[src/rtl/fpwm_pkg.sv]
package fpwm_pkg;

   typedef enum logic [1:0] {
      ADDR_PERIOD    = 2'd0,
      ADDR_DUTY_HI   = 2'd1,
      ADDR_DUTY_CTL  = 2'd2,
      ADDR_TIMER_CTL = 2'd3
   } fpwm_addr_e;

   // bit position of the low duty bits inside the duty control write
   localparam int DUTY_LO_LSB = 4;
   // prescale code field inside the timer control write
   localparam int PS_CODE_LSB = 0;
   localparam int PS_CODE_W   = 2;

   // map the prescale code onto an option index, saturating at the last option
   function automatic int ps_index(input logic [PS_CODE_W-1:0] code, input int n_opt);
      int c;
      c = int'(code);
      return (c >= n_opt - 1) ? (n_opt - 1) : c;
   endfunction

endpackage

[src/rtl/fpwm_regs.sv]
module fpwm_regs #(
   parameter int TMR_W = 8,
   parameter int SUB_W = 2,
   localparam int POS_W = TMR_W + SUB_W
) (
   input  logic                           clk,
   input  logic                           rst_n,
   input  logic                           wr_en,
   input  logic [1:0]                     wr_addr,
   input  logic [TMR_W-1:0]               wr_data,
   output logic [TMR_W-1:0]               period_o,
   output logic [POS_W-1:0]               duty_o,
   output logic [fpwm_pkg::PS_CODE_W-1:0] ps_code_o
);
   import fpwm_pkg::*;

   logic [TMR_W-1:0]     duty_hi_q;
   logic [SUB_W-1:0]     duty_lo_q;

   always_ff @(posedge clk) begin
      if (!rst_n) begin
         period_o  <= '1;
         duty_hi_q <= '0;
         duty_lo_q <= '0;
         ps_code_o <= '0;
      end else if (wr_en) begin
         case (fpwm_addr_e'(wr_addr))
            ADDR_PERIOD:    period_o  <= wr_data;
            ADDR_DUTY_HI:   duty_hi_q <= wr_data;
            ADDR_DUTY_CTL:  duty_lo_q <= wr_data[DUTY_LO_LSB +: SUB_W];
            ADDR_TIMER_CTL: ps_code_o <= wr_data[PS_CODE_LSB +: PS_CODE_W];
            default:        ;
         endcase
      end
   end

   assign duty_o = {duty_hi_q, duty_lo_q};

endmodule

[src/rtl/fpwm_timebase.sv]
module fpwm_timebase #(
   parameter int TMR_W   = 8,
   parameter int SUB_W   = 2,
   parameter int PS_STEP = 2,
   parameter int N_PS    = 3,
   localparam int POS_W  = TMR_W + SUB_W,
   localparam int DIV_W  = SUB_W + PS_STEP * (N_PS - 1),
   localparam int K_W    = (N_PS > 1) ? $clog2(N_PS) : 1
) (
   input  logic                           clk,
   input  logic                           rst_n,
   input  logic                           run,
   input  logic [fpwm_pkg::PS_CODE_W-1:0] ps_code,
   input  logic [TMR_W-1:0]               period,
   output logic [POS_W-1:0]               pos_o,
   output logic [POS_W-1:0]               nxt_pos_o,
   output logic                           rollover_o
);
   logic [DIV_W-1:0] div_q, div_n;
   logic [TMR_W-1:0] tmr_q, tmr_n;
   logic [DIV_W-1:0] lim_opt  [N_PS];
   logic [SUB_W-1:0] sub_opt  [N_PS];
   logic [SUB_W-1:0] nsub_opt [N_PS];
   logic [K_W-1:0]   k;
   logic             wrap, at_top;

   // one option per prescale ratio: the divider limit and the slice used as sub-count
   for (genvar g = 0; g < N_PS; g++) begin : g_ps
      localparam int SH = PS_STEP * g;
      assign lim_opt[g]  = DIV_W'((64'd1 << (SUB_W + SH)) - 64'd1);
      assign sub_opt[g]  = div_q[SH +: SUB_W];
      assign nsub_opt[g] = div_n[SH +: SUB_W];
   end

   always_comb k = K_W'(fpwm_pkg::ps_index(ps_code, N_PS));

   assign wrap   = (div_q >= lim_opt[k]);
   assign at_top = (tmr_q == period);

   always_comb begin
      if (!run) begin
         div_n = '0;
         tmr_n = '0;
      end else if (wrap) begin
         div_n = '0;
         tmr_n = at_top ? '0 : tmr_q + 1'b1;
      end else begin
         div_n = div_q + 1'b1;
         tmr_n = tmr_q;
      end
   end

   always_ff @(posedge clk) begin
      if (!rst_n) begin
         div_q <= '0;
         tmr_q <= '0;
      end else begin
         div_q <= div_n;
         tmr_q <= tmr_n;
      end
   end

   assign rollover_o = run && wrap && at_top;
   assign pos_o      = {tmr_q, sub_opt[k]};
   assign nxt_pos_o  = {tmr_n, nsub_opt[k]};

   assert_idle_hold_R9: assert property (@(posedge clk) disable iff (!rst_n)
      !run |=> (tmr_q == '0) && (div_q == '0))
      else $error("timebase not held at zero while idle");

endmodule

[src/rtl/fpwm_outstage.sv]
module fpwm_outstage #(
   parameter int POS_W = 10
) (
   input  logic             clk,
   input  logic             rst_n,
   input  logic             run,
   input  logic             rollover,
   input  logic [POS_W-1:0] duty_wr,
   input  logic [POS_W-1:0] nxt_pos,
   output logic             pwm_o,
   output logic             pulse_o
);
   logic [POS_W-1:0] shadow_q;

   always_ff @(posedge clk) begin
      if (!rst_n) begin
         shadow_q <= '0;
         pwm_o    <= 1'b0;
         pulse_o  <= 1'b0;
      end else if (!run) begin
         pwm_o    <= 1'b0;
         pulse_o  <= 1'b0;
      end else if (rollover) begin
         shadow_q <= duty_wr;
         pwm_o    <= |duty_wr;
         pulse_o  <= 1'b1;
      end else begin
         pulse_o  <= 1'b0;
         if (nxt_pos == shadow_q) pwm_o <= 1'b0;
      end
   end

   assert_shadow_hold_R7: assert property (@(posedge clk) disable iff (!rst_n)
      !rollover |=> $stable(shadow_q))
      else $error("shadow duty changed away from a cycle boundary");

   assert_zero_duty_low_R5: assert property (@(posedge clk) disable iff (!rst_n)
      (shadow_q == '0) |-> !pwm_o)
      else $error("output high with zero active duty");

   assert_disabled_low_R9: assert property (@(posedge clk) disable iff (!rst_n)
      !run |=> !pwm_o && !pulse_o)
      else $error("output active while disabled");

endmodule

[src/rtl/fpwm_top.sv]
module fpwm_top #(
   parameter int TMR_W   = 8,
   parameter int SUB_W   = 2,
   parameter int PS_STEP = 2,
   parameter int N_PS    = 3
) (
   input  logic             clk,
   input  logic             rst_n,
   input  logic             enable,
   input  logic             wr_en,
   input  logic [1:0]       wr_addr,
   input  logic [TMR_W-1:0] wr_data,
   output logic             pwm_out,
   output logic             period_pulse
);
   localparam int POS_W = TMR_W + SUB_W;

   if (SUB_W < 1) begin : g_bad_sub
      $error("SUB_W must be at least 1");
   end
   if (TMR_W < fpwm_pkg::DUTY_LO_LSB + SUB_W) begin : g_bad_tmr
      $error("TMR_W too narrow to carry the low duty field");
   end
   if (PS_STEP < 1 || N_PS < 1 || N_PS > (1 << fpwm_pkg::PS_CODE_W)) begin : g_bad_ps
      $error("prescale option parameters out of range");
   end

   logic [TMR_W-1:0]               period;
   logic [POS_W-1:0]               duty_wr;
   logic [fpwm_pkg::PS_CODE_W-1:0] ps_code;
   logic [POS_W-1:0]               pos, nxt_pos;
   logic                           rollover;

   fpwm_regs #(.TMR_W(TMR_W), .SUB_W(SUB_W)) u_regs (
      .clk       (clk),
      .rst_n     (rst_n),
      .wr_en     (wr_en),
      .wr_addr   (wr_addr),
      .wr_data   (wr_data),
      .period_o  (period),
      .duty_o    (duty_wr),
      .ps_code_o (ps_code)
   );

   fpwm_timebase #(.TMR_W(TMR_W), .SUB_W(SUB_W), .PS_STEP(PS_STEP), .N_PS(N_PS)) u_tb (
      .clk        (clk),
      .rst_n      (rst_n),
      .run        (enable),
      .ps_code    (ps_code),
      .period     (period),
      .pos_o      (pos),
      .nxt_pos_o  (nxt_pos),
      .rollover_o (rollover)
   );

   fpwm_outstage #(.POS_W(POS_W)) u_out (
      .clk      (clk),
      .rst_n    (rst_n),
      .run      (enable),
      .rollover (rollover),
      .duty_wr  (duty_wr),
      .nxt_pos  (nxt_pos),
      .pwm_o    (pwm_out),
      .pulse_o  (period_pulse)
   );

   assert_pulse_single_R8: assert property (@(posedge clk) disable iff (!rst_n)
      period_pulse |=> !period_pulse)
      else $error("cycle-start pulse longer than one clock");

   assert_pulse_origin_R8: assert property (@(posedge clk) disable iff (!rst_n)
      period_pulse |-> (pos == '0))
      else $error("cycle-start pulse away from position zero");

   assert_rise_at_start_R4: assert property (@(posedge clk) disable iff (!rst_n)
      $rose(pwm_out) |-> period_pulse)
      else $error("output rose away from a cycle start");

endmodule

[config.mk]
export PLATFORM = sky130hd
export DESIGN_NAME = fpwm_top
export DESIGN_NICKNAME = d
export VERILOG_FILES = /design/src/rtl/fpwm_pkg.sv /design/src/rtl/fpwm_regs.sv /design/src/rtl/fpwm_timebase.sv /design/src/rtl/fpwm_outstage.sv /design/src/rtl/fpwm_top.sv
export SDC_FILE = /design/constraint.sdc
export NUM_CORES = 1
export LEC_CHECK = 0
export BUFFER_PORTS_ARGS = -buffer_cell sky130_fd_sc_hd__buf_2
export CAP_MARGIN = 20
export CORE_ASPECT_RATIO = 0.5
export CORE_UTILIZATION = 64
export DETAILED_ROUTE_END_ITERATION = 10
export GPL_TIMING_DRIVEN = 0
export PLACE_DENSITY_LB_ADDON = 0.25
export SETUP_SLACK_MARGIN = 0.1
export SLEW_MARGIN = 20
export SYNTH_ARGS = -nofsm -noshare
export SYNTH_HDL_FRONTEND = slang
export SYNTH_SLANG_ARGS = --single-unit
[constraint.sdc]
create_clock -name clk -period 4.9 [get_ports clk]
set_input_delay 0.245 -clock clk [delete_from_list [all_inputs] [get_ports clk]]
set_output_delay 0.245 -clock clk [all_outputs]
set_load 0.005 [all_outputs]
# Yosys cells after proc, flatten, opt, wreduce, memory -nomap -nowiden
# Cells that the tools add are included.
dict set report op_classes {
  n_reduce_logical 11
  addsub 2
  eq_ne 5
  n_lt_le_gt_ge 3
  n_bitwise 1
  n_mux 15
}
# cell n
set ops {}
lappend ops {{two-way mux 6 bit} 4}
lappend ops {{two-way mux 8 bit} 3}
lappend ops {{binary-select mux 6 bit (select 2 bit)} 1}
lappend ops {{AND reduction 2 bit} 6}
lappend ops {{equality test 10 bit} 1}
lappend ops {{OR reduction 10 bit} 1}
lappend ops {{adder 8 x 1 -> 8 bit, second input constant} 1}
lappend ops {{equality test 8 bit} 1}
lappend ops {{adder 6 x 1 -> 6 bit, second input constant} 1}
lappend ops {{>= comparator 6 bit} 1}
lappend ops {{two-way mux 2 bit} 3}
lappend ops {{binary-select mux 2 bit (select 2 bit)} 1}
lappend ops {{equality test 2 bit, second input constant} 2}
lappend ops {{>= comparator 3 bit, second input constant} 1}
lappend ops {{two-way mux 1 bit} 3}
lappend ops {{inverter 2 -> 3 bit} 1}
lappend ops {{equality test 2 x 1 -> 1 bit, second input constant} 1}
lappend ops {{>= comparator 2 bit, second input constant} 1}
lappend ops {{logical AND 1 bit} 2}
lappend ops {{zero test 2 bit} 1}
lappend ops {{nonzero test 2 bit} 1}
dict set report totals {
  elab_cells 46
  inputBits 14
  reg_bits 46
}

# Logic depth before layout (Yosys ltp)
# Gate-level depths: netlist (run 1).
dict set report logic_depth {
  ltp_word 15
  ltp_mapped 10
  ltp_nobuf 9
}

# Cells and area by module
# A second synthesis (run 1) with hierarchy kept.
dict set report unflattened {
  hier_cells 305
  area_unflattened_um2 2618.8
}
# mod cells_each seq_area_each_um2 n_inst area_each_um2
set modules_own_cells {}
lappend modules_own_cells {fpwm_timebase 153 280.3 1 1193.6}
lappend modules_own_cells {fpwm_regs 87 400.4 1 855.8}
lappend modules_own_cells {fpwm_outstage 65 240.2 1 569.3}

# Worst setup path after synthesis (run 1)
# No wires, ideal clock.
dict set report synth_path {
  path_type {register -> register}
  from {reg u_regs.ps_code_o[1] (netlist bit)}
  to {reg u_out.pwm_o}
  setup_time_ns 0.131
  n_path_buf 1
  synth_period_minus_slack_ns 2.254
  setup_slack_ns 2.646
  path_stages_with_launch 11
  t_arrival_ns 2.123
  cell_sequence {dfxtp_1 -> inv_2 -> ha_1 -> a21oi_1 -> o21a_1 -> buf_2 -> o21ai_1 -> a32oi_1 -> o221ai_1 -> a2111oi_1 -> a31oi_1}
}
dict set report synth_between {
  elab_chain_cells 14
}
# element line_no
set synth_rtl {}
lappend synth_rtl {{start: declaration} fpwm_regs.sv:13} ;# output logic [fpwm_pkg::PS_CODE_W-1:0] ps_code_o
lappend synth_rtl {{start signal: assignment} fpwm_regs.sv:31} ;# ADDR_TIMER_CTL: ps_code_o <= wr_data[PS_CODE_LSB +: PS_CODE_W];
lappend synth_rtl {{>= comparator 2 bit} fpwm_pkg.sv:20} ;# return (c >= n_opt - 1) ? (n_opt - 1) : c;
lappend synth_rtl {{two-way mux 2 bit *} fpwm_pkg.sv:20}
lappend synth_rtl {{inverter 2 -> 3 bit (implied by the code) *} {fpwm_timebase.sv:37, fpwm_timebase.sv:65}}
lappend synth_rtl {{binary-select mux 6 bit (select 2 bit)} fpwm_timebase.sv:37} ;# assign wrap = (div_q >= lim_opt[k]);
lappend synth_rtl {{two-way mux 6 bit (implied by the code) (2 in a row)} fpwm_timebase.sv:37}
lappend synth_rtl {{>= comparator 6 bit} fpwm_timebase.sv:37}
lappend synth_rtl {{two-way mux 6 bit} fpwm_timebase.sv:44} ;# end else if (wrap) begin
lappend synth_rtl {{two-way mux 6 bit} fpwm_timebase.sv:41} ;# if (!run) begin
lappend synth_rtl {{binary-select mux 2 bit (select 2 bit)} fpwm_timebase.sv:65} ;# assign nxt_pos_o = {tmr_n, nsub_opt[k]};
lappend synth_rtl {{two-way mux 2 bit (implied by the code) (2 in a row)} fpwm_timebase.sv:65}
lappend synth_rtl {{equality test 10 bit} fpwm_outstage.sv:29} ;# if (nxt_pos == shadow_q) pwm_o <= 1'b0;
lappend synth_rtl {{nonzero test 2 bit (no source line)} -}
lappend synth_rtl {{end signal: assignment} fpwm_outstage.sv:25} ;# pwm_o <= |duty_wr;
lappend synth_rtl {{end: declaration} fpwm_outstage.sv:10} ;# output logic pwm_o,
# Every way passes the cells marked *; elsewhere a longest branch is shown, timed or not. The select of a mux whose other input is x is not followed.
# A chain may end at the register's enable or synchronous reset.

# Worst setup path in the final report (run 1)
# Same ends and word-level chain as after synthesis.

==> flow_metrics.py, run 1 <==
metrics = {
    "status": {
        "outcome": "finished, final reports clean",
    },
    "critical_path": {
        "path_buf_inv": 2,
        "critical-path-max-stage-delay_ns": 0.51,
        "crit_arrival_ns": 2.94,
        "cpLargestDelayFamily": "compound AO/OA/AOI/OAI gates",
        "crit_chain": "inv_2 -> ha_1 -> a21oi_1 -> o21a_1 -> buf_2 -> o21ai_0 -> a31oi_1 -> a21oi_1 -> a2111oi_1 -> a31oi_1",
        "crit_fanout": 10,
        "cp-end-kind": "register",
        "reg2reg_to": "u_out.pwm_o$_SDFFE_PN0P_",
        "slowest_stage": "dfxtp_1",
        "worstPathRequired_ns": 5.09,
        "crit_type": "reg2reg",
        "ff2ff_setup_slack_ns": 2.15,
        "r2r-start": "u_regs.ps_code_o[1]$_SDFFE_PN0P_",
        "critPathLaunchType": "register",
        "rr_worst_depth": 10,
    },
    "final_layout": {
        "layout.nets": 312,
        "final_common_cell": "dfxtp_1",
        "fin_area_um2": 2590,
        "layout_common_cells": "dfxtp_1, nand2_1, nor2b_1",
        "area_growth_pct": 9.35,
        "final_util_pct": 74.2,
        "drive_gt1_share_pct": 10.9,
        "antenna_cells": 0,
    },
    "routing": {
        "ant_nets": 0,
        "route.detailed.drc": 0,
        "wl_per_cell_um": 14.9,
        "vias_per_cell": 5.81,
        "num_vias": 2004,
        "first_pass_iters": 4,
        "drt_iter0_markers": 154,
        "routed_wl_mm": 5.14,
    },
    "grt": {
        "grt_max_degree": 16,
        "first_global_vias": 1785,
        "grt_pass1_wl_mm": 8.15,
        "antenna_found_initial": 0,
        "grt_use_total_pct": 27.9,
        "gr-total-overflow": 0,
    },
    "yosys": {
        "syn-num-nets": 291,
        "async_flop_share_pct": 0,
        "synthDistinctLibCells": 50,
        "synth_area_um2": 2370,
        "ys_ff_latch": 46,
        "synth-seq-area-share_pct": 38.9,
        "ys_warn_count": 0,
        "syn_avg_cell_area_um2": 8.71,
        "synthCells": 272,
        "synthFlopType": "dfxtp_1",
        "synth_edf_count": 0,
    },
    "pwr": {
        "p_int_uw": 506,
        "seq_power_share_pct": 57.4,
        "p_per_area_nw_per_um2": 262,
        "p_sw_share_pct": 25.3,
        "p_sw_uw": 172,
        "clkPwrFrac_pct": 34.6,
        "p_leak_uw": 0.00111,
        "combPwrFrac_pct": 8.0,
        "ir_drop_mv": 0.190,
    },
    "die": {
        "die-width_um": 88.1,
        "die_area_um2": 3970,
        "die_y_um": 45.0,
        "rows": 15,
        "start_util_pct": 67.9,
        "core_um2": 3490,
        "ios": 16,
    },
    "worst_hold_path": {
        "holdPathStages": 3,
        "hold_path_end": "u_regs.period_o[6]$_SDFFE_PN1P_",
        "hold_class": "in2reg",
        "min_from": "wr_data[6]",
    },
    "clock_network": {
        "clockRootBuffer": "clkbuf_8",
        "cts_setup_buffers": 0,
        "cts_buffers": 5,
        "post_cts_resized": 0,
        "cts_buffer_depth": 2,
        "path_clk_slew_ns": 0.09,
        "cts_max_level": 2,
        "worstSkewPairLatency_ns": 0.31,
        "numClockSinks": 46,
        "hold_buffers": 0,
        "tritoncts": "done",
    },
    "timing": {
        "fmax_mhz": 364,
        "fin_setup_tns_ns": 0,
        "hold_slack_ns": 0.164,
        "tightestPinTransition_ns": 0.806,
        "slew_headroom_pct": 46.2,
        "setup_slack_ns": 2.15,
        "layout_worst_path_cycle_share_pct": 56.1,
        "setup_violations": 0,
        "rsz0062_at_grt": "false",
        "fin_crit_ns": 2.75,
        "slew_violations": 0,
        "hold_violations": 0,
        "fin_worst_skew_ns": 0.0110,
    },
    "placed_design": {
        "port_buffers": 14,
        "gp_congestion": 0.825,
        "hpwlAfterDp_mm": 3.89,
        "dpl_cell_area_um2": 2500,
        "dp_slack_ns": 2.19,
    },
    "flow_run": {
        "drv_cap": 0,
    },
}
==> synth_stat cells, types with 3 or more instances <==
master	count	area share, %
a21oi_1	5	1.1
and2_1	3	0.79
and3_1	4	1.1
clkbuf_1	8	1.3
dfxtp_1	46	39
ha_1	5	2.6
inv_1	7	1.1
mux2i_1	24	10
nand2_1	27	4.3
nand3_1	17	3.6
nand3b_1	3	0.95
nand4_1	4	1.1
nor2_1	24	3.8
nor2b_1	25	6.6
o21ai_0	4	0.84
o2bb2ai_1	3	1.1
or3_1	4	1.1
xnor2_1	15	5.5
xor2_1	6	2.2
==> metal layers <==
metal	share of wire, %	global-route usage, %	vias to the layer above
met2	42	44.2	71
met3	4.9	6.40	10
met5	0	0	-
li1	-	-	989
met4	1.6	9.68	0
met1	51	38.1	934
==> cells by family after synthesis <==
family,synth area share (%)
AO/OA/AOI/OAI,9.56
AND/OR/NAND/NOR,27.6
buffers and inverters,2.96
adder cells (fa/ha/maj),2.64
XOR/XNOR,7.76
multiplexers,10.6
flip-flops,38.9
==> registers in the layout (all words and copies together) (netlist names) <==
name / cells
u_regs.duty_hi_q: 8
u_regs.ps_code_o: 2
u_out.shadow_q: 10
u_tb.div_q: 6
u_regs.period_o: 8
u_tb.tmr_q: 8
u_out.pulse_o: 1
u_regs.duty_lo_q: 2
u_out.pwm_o: 1
==> tightest hold or removal path: cells and delay by family <==
kind / cells / cell delay (ns)
and+or+nand+nor: 2 / 0.11
buffers and inverters: 1 / 0.09
==> through the flow <==
stage               instances  power, µW
floorplan                 272        433
global placement          337        449
detailed placement        337        452
CTS                       345        681
global route              345        699
finish                    345        678
==> area by class of cell <==
class                   count  area, µm²
flip-flops and latches     46        921
clock inverters             3       18.8
fillers                   265        900
inverters                   8       30.0
plain buffers              10       40.0
well taps                  51       63.8
multi-input cells         208       1380
repair buffers             14       70.1
clock buffers               5       68.8
==> power by group through the flow <==
stage               clock (µW)  sequential [µW]  combinational (µW)
CTS                        238              389                53.7
global route               249              390                60.5
detailed placement           0              398                53.4
floorplan                    0              395                37.9
global placement             0              398                51.4
finish                     234              389                54.1
==> how the worst max path moves through the flow <==
| stage | start | end | slack, ns | cells after the start |
|---|---|---|---|---|
| 3_3_place_gp | u_regs.ps_code_o[1]$_SDFFE_PN0P_ | u_out.pwm_o$_SDFFE_PN0P_ | 2.26 | 10 |
| 6_report | u_regs.ps_code_o[1]$_SDFFE_PN0P_ | u_out.pwm_o$_SDFFE_PN0P_ | 2.15 | 10 |
| 4_1_cts | u_regs.ps_code_o[1]$_SDFFE_PN0P_ | u_out.pwm_o$_SDFFE_PN0P_ | 2.20 | 10 |
| 3_5_place_dp | u_regs.ps_code_o[1]$_SDFFE_PN0P_ | u_out.pwm_o$_SDFFE_PN0P_ | 2.19 | 10 |
| 2_1_floorplan | u_regs.ps_code_o[1]$_SDFFE_PN0P_ | u_out.pwm_o$_SDFFE_PN0P_ | 2.65 | 10 |
| 5_1_grt | u_regs.ps_code_o[1]$_SDFFE_PN0P_ | u_out.pwm_o$_SDFFE_PN0P_ | 1.95 | 10 |
(Power assumes the default switching activity.)
==> run 2: changes to the inputs <==
--- a/config.mk
+++ b/config.mk
@@ -5,10 +5,11 @@
 export SDC_FILE = /design/constraint.sdc
 export NUM_CORES = 1
 export LEC_CHECK = 0
+export ABC_AREA = 1
 export BUFFER_PORTS_ARGS = -buffer_cell sky130_fd_sc_hd__buf_2
 export CAP_MARGIN = 20
 export CORE_ASPECT_RATIO = 0.5
-export CORE_UTILIZATION = 64
+export CORE_UTILIZATION = 54
 export DETAILED_ROUTE_END_ITERATION = 10
 export GPL_TIMING_DRIVEN = 0
 export PLACE_DENSITY_LB_ADDON = 0.25
==> constraint.sdc (replaced) <==
create_clock -name clk -period 2.3 [get_ports clk]
set_input_delay 0.115 -clock clk [delete_from_list [all_inputs] [get_ports clk]]
set_output_delay 0.115 -clock clk [all_outputs]
set_load 0.005 [all_outputs]
==> run 2 against run 1 <==
Effect of this change: register-to-register slack worse by 1.9 ns; global-route usage is 1.6 points lower; largest cell class unchanged; sequential power grew 110%; sequential cell count stayed put; critical path depth up 10; highest routed layer unchanged; critical path type unchanged; core utilization down 7.8 points; design area up 15%; first-iteration DRC count rose by 0.65%; synthesized cell count grew 43%; power increased by 120%; combinational power rose to 3.0 times the previous value.
==> flow_metrics.py, run 2 <==
metrics = {
    "yosys": {
        "synthDistinctLibCells": 32,
        "synth_area_um2": 2540,
        "syn_avg_cell_area_um2": 6.52,
        "async_flop_share_pct": 0,
        "yosysTopAreaCell": "dfxtp_1",
        "synth_compound_area_share_pct": 11.3,
        "synth_top_family_by_area": "simple AND/OR/NAND/NOR gates",
        "yosys.area.top_type_share_pct": 36.2,
        "synthFlopType": "dfxtp_1",
        "synth_mux_area_share_pct": 0,
        "yosysMostFrequentCell": "nand2_1",
        "synth_fa_ha_area_share_pct": 2.46,
        "syn-num-nets": 409,
        "synth_top_cells_by_count": "nand2_1, nor2_1, inv_1",
        "synth_edf_count": 0,
        "synth_area_leaders": "dfxtp_1, nand2_1, nor2_1, inv_1, nand3_1",
        "ys_ff_latch": 46,
        "synthCells": 390,
        "synth-seq-area-share_pct": 36.2,
        "synthXorXnorAreaFrac_pct": 2.71,
        "ys_warn_count": 0,
        "synth-simple-area-share_pct": 35.8,
    },
    "worst_hold_path": {
        "hold_path_end": "u_regs.duty_hi_q[7]$_SDFFE_PN0P_",
        "hold_class": "in2reg",
        "holdPathStages": 3,
        "min_from": "wr_data[7]",
    },
    "clock_network": {
        "hold_buffers": 0,
        "cts_max_level": 2,
        "worstSkewPairLatency_ns": 0.30,
        "tritoncts": "done",
        "numClockSinks": 46,
        "cts_buffer_depth": 2,
        "cts_buffers": 5,
        "clockRootBuffer": "clkbuf_8",
        "path_clk_slew_ns": 0.08,
    },
    "critical_path": {
        "crit_type": "reg2reg",
        "worstPathRequired_ns": 2.49,
        "reg2reg_to": "u_out.pwm_o$_SDFFE_PN0P_",
        "r2r-start": "u_regs.ps_code_o[1]$_SDFFE_PN0P_",
        "crit_arrival_ns": 2.28,
        "rr_worst_depth": 20,
        "ff2ff_setup_slack_ns": 0.21,
        "crit_fanout": 6,
        "critPathLaunchType": "register",
        "cp-end-kind": "register",
    },
    "timing": {
        "slew_headroom_pct": 50.2,
        "slew_violations": 0,
        "setup_slack_ns": 0.214,
        "layout_worst_path_cycle_share_pct": 90.7,
        "fin_worst_skew_ns": 0.00567,
        "tightestPinTransition_ns": 0.741,
        "fmax_mhz": 479,
        "setup_violations": 0,
        "fin_crit_ns": 2.09,
        "hold_violations": 0,
        "rsz0062_at_grt": "false",
    },
    "routing": {
        "drt_iter0_markers": 155,
        "wl_per_cell_um": 13.2,
        "routed_wl_mm": 6.24,
        "first_pass_iters": 4,
        "vias_per_cell": 5.33,
        "num_vias": 2526,
        "ant_nets": 0,
        "route.detailed.drc": 0,
    },
    "placed_design": {
        "dp_slack_ns": -0.201,
        "port_buffers": 14,
        "hpwlAfterDp_mm": 4.63,
        "dpl.cell_count": 461,
        "gp_congestion": 0.875,
    },
    "final_layout": {
        "drive_gt1_share_pct": 18.9,
        "largest_reg_flops": 10,
        "top_register": "u_out.shadow_q",
        "area_growth_pct": 16.8,
        "layout_common_cells": "nand2_1, inv_1, nor2_1",
        "antenna_cells": 0,
        "final_common_cell": "nand2_1",
        "stdcell_count": 474,
        "layout.nets": 435,
    },
    "die": {
        "die_area_um2": 5000,
        "die_y_um": 50.5,
        "die-width_um": 99.0,
        "ios": 16,
        "start_util_pct": 56.9,
        "core_um2": 4470,
        "rows": 17,
    },
    "grt": {
        "grt_pass1_wl_mm": 10.1,
        "grt_max_degree": 14,
        "gr-total-overflow": 0,
        "antenna_found_initial": 0,
        "grt_use_total_pct": 26.3,
        "first_global_vias": 2218,
    },
    "pwr": {
        "total_power_uw": 1500,
        "p_leak_uw": 0.00138,
        "p_per_area_nw_per_um2": 507,
        "ir_drop_mv": 0.282,
    },
    "status": {
        "outcome": "finished, final reports clean",
    },
    "flow_run": {
        "drv_cap": 0,
    },
}
## run 2: cell count changes in the layout (fill, tap and decap cells not counted), moves of 7 or more
cell     before  now
a21oi_1       5   12
nand2_1      27  100
o21ai_2       1    8
mux2i_1      24    0
nor2b_1      25    0
nand2_2       1   10
xnor2_1      15    2
nor2_1       24   52
o21ai_0       4   13
inv_1         7   53
## run 2: power breakdown
part | internal, µW | leakage, µW | switching (µW) | total, µW
Combinational | 59.1 | 0.000958 | 101 | 160
Clock | 243 | 0.0000482 | 266 | 508
Sequential | 816 | 0.000375 | 19.9 | 835
## run 2: how the worst max path moves through the flow
stage,slack (ns),depth (start not counted),to,start
global placement,-0.13,14,u_out.shadow_q[6]$_SDFFE_PN0P_,u_regs.ps_code_o[1]$_SDFFE_PN0P_
floorplan,0.19,18,u_out.pwm_o$_SDFFE_PN0P_,u_regs.ps_code_o[1]$_SDFFE_PN0P_
global route,0.08,20,u_out.pwm_o$_SDFFE_PN0P_,u_regs.ps_code_o[1]$_SDFFE_PN0P_
detailed placement,-0.20,14,u_out.shadow_q[6]$_SDFFE_PN0P_,u_regs.ps_code_o[1]$_SDFFE_PN0P_
CTS,0.11,18,u_out.pwm_o$_SDFFE_PN0P_,u_regs.ps_code_o[1]$_SDFFE_PN0P_
finish,0.21,20,u_out.pwm_o$_SDFFE_PN0P_,u_regs.ps_code_o[1]$_SDFFE_PN0P_
## run 2: kinds of logic (layout without fill, tap and decap cells)
logic type      after synthesis  after routing
simple gates                212            212
buf+inv                      71             98
compound gates               49             49
flops                        46             46
xor+xnor                      7              7
fa+ha+maj                     5              5
## run 2: critical path, stage by stage, from the launching register on
cell and delay (ns):
dfxtp_4 0.37, inv_4 0.04, ha_4 0.27, nand2_4 0.06, inv_2 0.05, nand3_2 0.06, nand2_2 0.09, clkinv_4 0.09
nand2_8 0.11, buf_12 0.13, nand3_2 0.06, nand2_2 0.07, inv_2 0.04, nand2_2 0.05, nand2_1 0.05, nand2_1 0.06
nand2_1 0.06, nor2_1 0.09, nand3_1 0.08, nand2_1 0.08, a21oi_2 0.05
## run 2: timing repair
item                                    in CTS  in global routing
pin swaps                                    2                 16
buffers inserted                             2                  2
cloned                                       0                  1
gates resized for setup                      6                 41
endpoints found under the setup margin      11                 11
## run 2: final cells by class
| class | instances | area [µm²] |
|---|---|---|
| timing repair buffer | 19 | 125 |
| clock buffer | 7 | 86.3 |
| multi-input combinational | 273 | 1450 |
| clock inverter | 1 | 5.00 |
| buffer | 10 | 63.8 |
| tap | 57 | 71.3 |
| sequential | 46 | 927 |
| inverter | 61 | 236 |
| fill | 408 | 1500 |
## run 2: metrics by stage
stage | area, µm² | utilization [%] | TNS (ns) | hold WS, ns
floorplan | 2540 | - | 0 | 0.245
global placement | 2680 | 60.1 | -0.536 | 0.360
detailed placement | 2680 | 60.1 | -1.63 | 0.368
CTS | 2800 | 62.6 | 0 | 0.0616
global route | 2970 | 66.4 | 0 | 0.0693
finish | 2970 | 66.4 | 0 | 0.0625
## run 2: layer usage
layer  track usage [%]  wire [µm]  up-vias
met5                 0          0        -
met4              5.22         55        0
met3              4.87        416       11
met2              40.9       2790       69
met1              38.2       2980     1173
li1                  -          -     1273
==> run 3: changes to the inputs <==
--- a/config.mk
+++ b/config.mk
@@ -5,7 +5,6 @@
 export SDC_FILE = /design/constraint.sdc
 export NUM_CORES = 1
 export LEC_CHECK = 0
-export ABC_AREA = 1
 export BUFFER_PORTS_ARGS = -buffer_cell sky130_fd_sc_hd__buf_2
 export CAP_MARGIN = 20
 export CORE_ASPECT_RATIO = 0.5
==> run 3 against run 2 <==
Effect of this change: sequential share of layout area grew 1.7 points; sequential power down 0.7%; critical path depth shrank 9; largest cell class unchanged; largest power group unchanged; core utilization rose by 3.7 points; setup slack worse by 0.21 ns; highest routed layer unchanged; clock power shrank 2%; cell count shrank 24%; die area shrank 6.5%; wire length is 5.6% lower; first-iteration DRC count increased by 9.7%.
==> flow_metrics.py, run 3 (synthesis results as in run 1) <==
metrics = {
    "status": {
        "outcome": "finished, final reports clean",
    },
    "timing": {
        "setup_slack_ns": 0.000661,
        "layout_worst_path_cycle_share_pct": 100,
        "rsz0062_at_grt": "true",
        "slew_violations": 0,
        "fin_worst_skew_ns": 0.00765,
        "fmax_mhz": 435,
        "fin_crit_ns": 2.30,
        "hold_slack_ns": 0.0441,
        "hold_violations": 0,
        "tightestPinTransition_ns": 0.752,
        "setup_violations": 0,
        "slew_headroom_pct": 49.8,
        "fin_setup_tns_ns": 0,
    },
    "critical_path": {
        "cpLargestDelayFamily": "compound AO/OA/AOI/OAI gates",
        "crit_chain": "ha_4 -> or2_4 -> a21oi_4 -> buf_4 -> o21ai_4 -> buf_4 -> o21ai_0 -> o2bb2ai_1 -> a21boi_0 -> a2111oi_2 -> a31oi_1",
        "slowest_stage": "a2111oi_2",
        "worstPathRequired_ns": 2.49,
        "rr_worst_depth": 11,
        "critPathLaunchType": "register",
        "crit_fanout": 8,
        "ff2ff_setup_slack_ns": 0.0007,
        "crit_arrival_ns": 2.49,
        "crit_type": "reg2reg",
        "crit_top_cell": "buf_4",
        "path_buf_inv": 2,
        "critical-path-max-stage-delay_ns": 0.39,
        "reg2reg_to": "u_out.pwm_o$_SDFFE_PN0P_",
        "r2r-start": "u_tb.div_q[0]$_SDFF_PN0_",
        "cp-end-kind": "register",
    },
    "routing": {
        "first_pass_iters": 6,
        "routed_wl_mm": 5.89,
        "drt_iter0_markers": 170,
        "route.detailed.drc": 0,
        "num_vias": 2110,
        "ant_nets": 0,
        "wl_per_cell_um": 16.4,
        "vias_per_cell": 5.86,
    },
    "die": {
        "ios": 16,
        "start_util_pct": 58.6,
        "rows": 16,
        "die_area_um2": 4670,
        "die_y_um": 48.8,
        "core_um2": 4040,
        "die-width_um": 95.7,
    },
    "worst_hold_path": {
        "holdPathStages": 3,
        "hold_class": "in2reg",
        "hold_path_end": "u_regs.period_o[7]$_SDFFE_PN1P_",
        "min_from": "wr_data[7]",
    },
    "pwr": {
        "combPwrFrac_pct": 9.4,
        "ir_drop_mv": 0.425,
        "clkPwrFrac_pct": 34.1,
        "p_sw_share_pct": 25.7,
        "p_sw_uw": 377,
        "p_int_uw": 1090,
        "p_per_area_nw_per_um2": 518,
        "p_leak_uw": 0.00120,
        "seq_power_share_pct": 56.5,
    },
    "final_layout": {
        "antenna_cells": 0,
        "final_common_cell": "dfxtp_1",
        "largest_reg_flops": 10,
        "area_growth_pct": 19.6,
        "nFillCells": 313,
        "stdcell_count": 360,
        "drive_gt1_share_pct": 22.2,
        "top_register": "u_out.shadow_q",
        "layout.nets": 324,
        "layout_common_cells": "dfxtp_1, nand2_1, nor2b_1",
    },
    "grt": {
        "grt_max_degree": 15,
        "first_global_vias": 2042,
        "grt_use_total_pct": 27.3,
        "antenna_found_initial": 0,
        "grt_pass1_wl_mm": 9.56,
        "gr-total-overflow": 0,
    },
    "placed_design": {
        "dpl.cell_count": 340,
        "dp_slack_ns": -0.274,
        "port_buffers": 14,
        "hpwlAfterDp_mm": 4.02,
        "gp_congestion": 0.859,
    },
    "flow_run": {
        "drv_cap": 0,
    },
    "clock_network": {
        "tritoncts": "done",
        "worstSkewPairLatency_ns": 0.31,
        "cts_buffer_depth": 2,
        "cts_buffers": 5,
        "path_clk_slew_ns": 0.09,
        "clockRootBuffer": "clkbuf_8",
        "hold_buffers": 0,
        "numClockSinks": 46,
        "cts_max_level": 2,
    },
}
run 3: cell count changes in the layout (fill, tap and decap cells not counted), sizes merged, moves of 6 or more:
cell    previous run  this run
nand3             28        18
xnor2              2        15
o211ai             8         2
mux2i              0        24
nand2            112        28
a21oi             15         6
nor2              58        24
inv               60         8
nor2b              0        25
o21ai             25         7
run 3: power groups by stage:
| stage | logic [µW] | clock network (µW) | registers (µW) |
|---|---|---|---|
| final | 139 | 500 | 829 |
| after global routing | 151 | 539 | 832 |
| after CTS | 131 | 507 | 828 |
| after detailed placement | 115 | 0 | 848 |
| after global placement | 111 | 0 | 847 |
| after floorplan | 80.9 | 0 | 842 |
run 3: stage by stage:
| stage | power (µW) | utilization [%] | cell area [µm²] |
|---|---|---|---|
| 2_1_floorplan | 923 | - | 2370 |
| 3_3_place_gp | 958 | 62.1 | 2510 |
| 3_5_place_dp | 963 | 62.1 | 2510 |
| 4_1_cts | 1470 | 68.5 | 2770 |
| 5_1_grt | 1520 | 70.1 | 2840 |
| 6_report | 1470 | 70.1 | 2840 |
run 3: final cells by class:
class / instances / area, µm² / area share, %
repair buffers: 26 / 158 / 5.56
flip-flops and latches: 46 / 933 / 32.9
multi-input cells: 208 / 1510 / 53.2
inverters: 8 / 32.5 / 1.15
clock inverters: 2 / 13.8 / 0.485
plain buffers: 10 / 50.0 / 1.77
clock buffers: 6 / 72.6 / 2.56
well taps: 54 / 67.6 / 2.38
run 3: how the worst max path moves through the flow:
stage                                      from  depth (start not counted)                        to
2_1_floorplan          u_tb.div_q[0]$_SDFF_PN0_                         10  u_out.pwm_o$_SDFFE_PN0P_
3_3_place_gp           u_tb.div_q[0]$_SDFF_PN0_                         10  u_out.pwm_o$_SDFFE_PN0P_
3_5_place_dp           u_tb.div_q[0]$_SDFF_PN0_                         10  u_out.pwm_o$_SDFFE_PN0P_
4_1_cts        u_regs.ps_code_o[1]$_SDFFE_PN0P_                          9  u_out.pwm_o$_SDFFE_PN0P_
5_1_grt                u_tb.div_q[0]$_SDFF_PN0_                         11  u_out.pwm_o$_SDFFE_PN0P_
6_report               u_tb.div_q[0]$_SDFF_PN0_                         11  u_out.pwm_o$_SDFFE_PN0P_
run 3: what timing repair did:
action | CTS | global route
gates cloned | 1 | 0
resized for setup | 28 | 8
endpoints found under the hold margin | 0 | 0
pin swaps | 11 | 9
endpoints found under the setup margin | 17 | 17
setup buffers | 6 | 5
run 3: worst reg2reg max path: cells and delay by family, from the launching register on:
kind	cells	cell delay, ns
AND/OR/NAND/NOR	1	0.24
flip-flops	1	0.37
buffers and inverters	2	0.31
adder cells (fa/ha/maj)	1	0.16
AO/OA/AOI/OAI	7	1.10
run 3: metal layers:
metal / GRT usage, % / wire, µm / part of all wire, % / vias to the layer above
li1: - / - / - / 1007
met1: 36.0 / 2720 / 46 / 1007
met2: 43.0 / 2730 / 46 / 80
met3: 6.54 / 358 / 6.1 / 16
met4: 10.9 / 83 / 1.4 / 0
met5: 0 / 0 / 0 / -
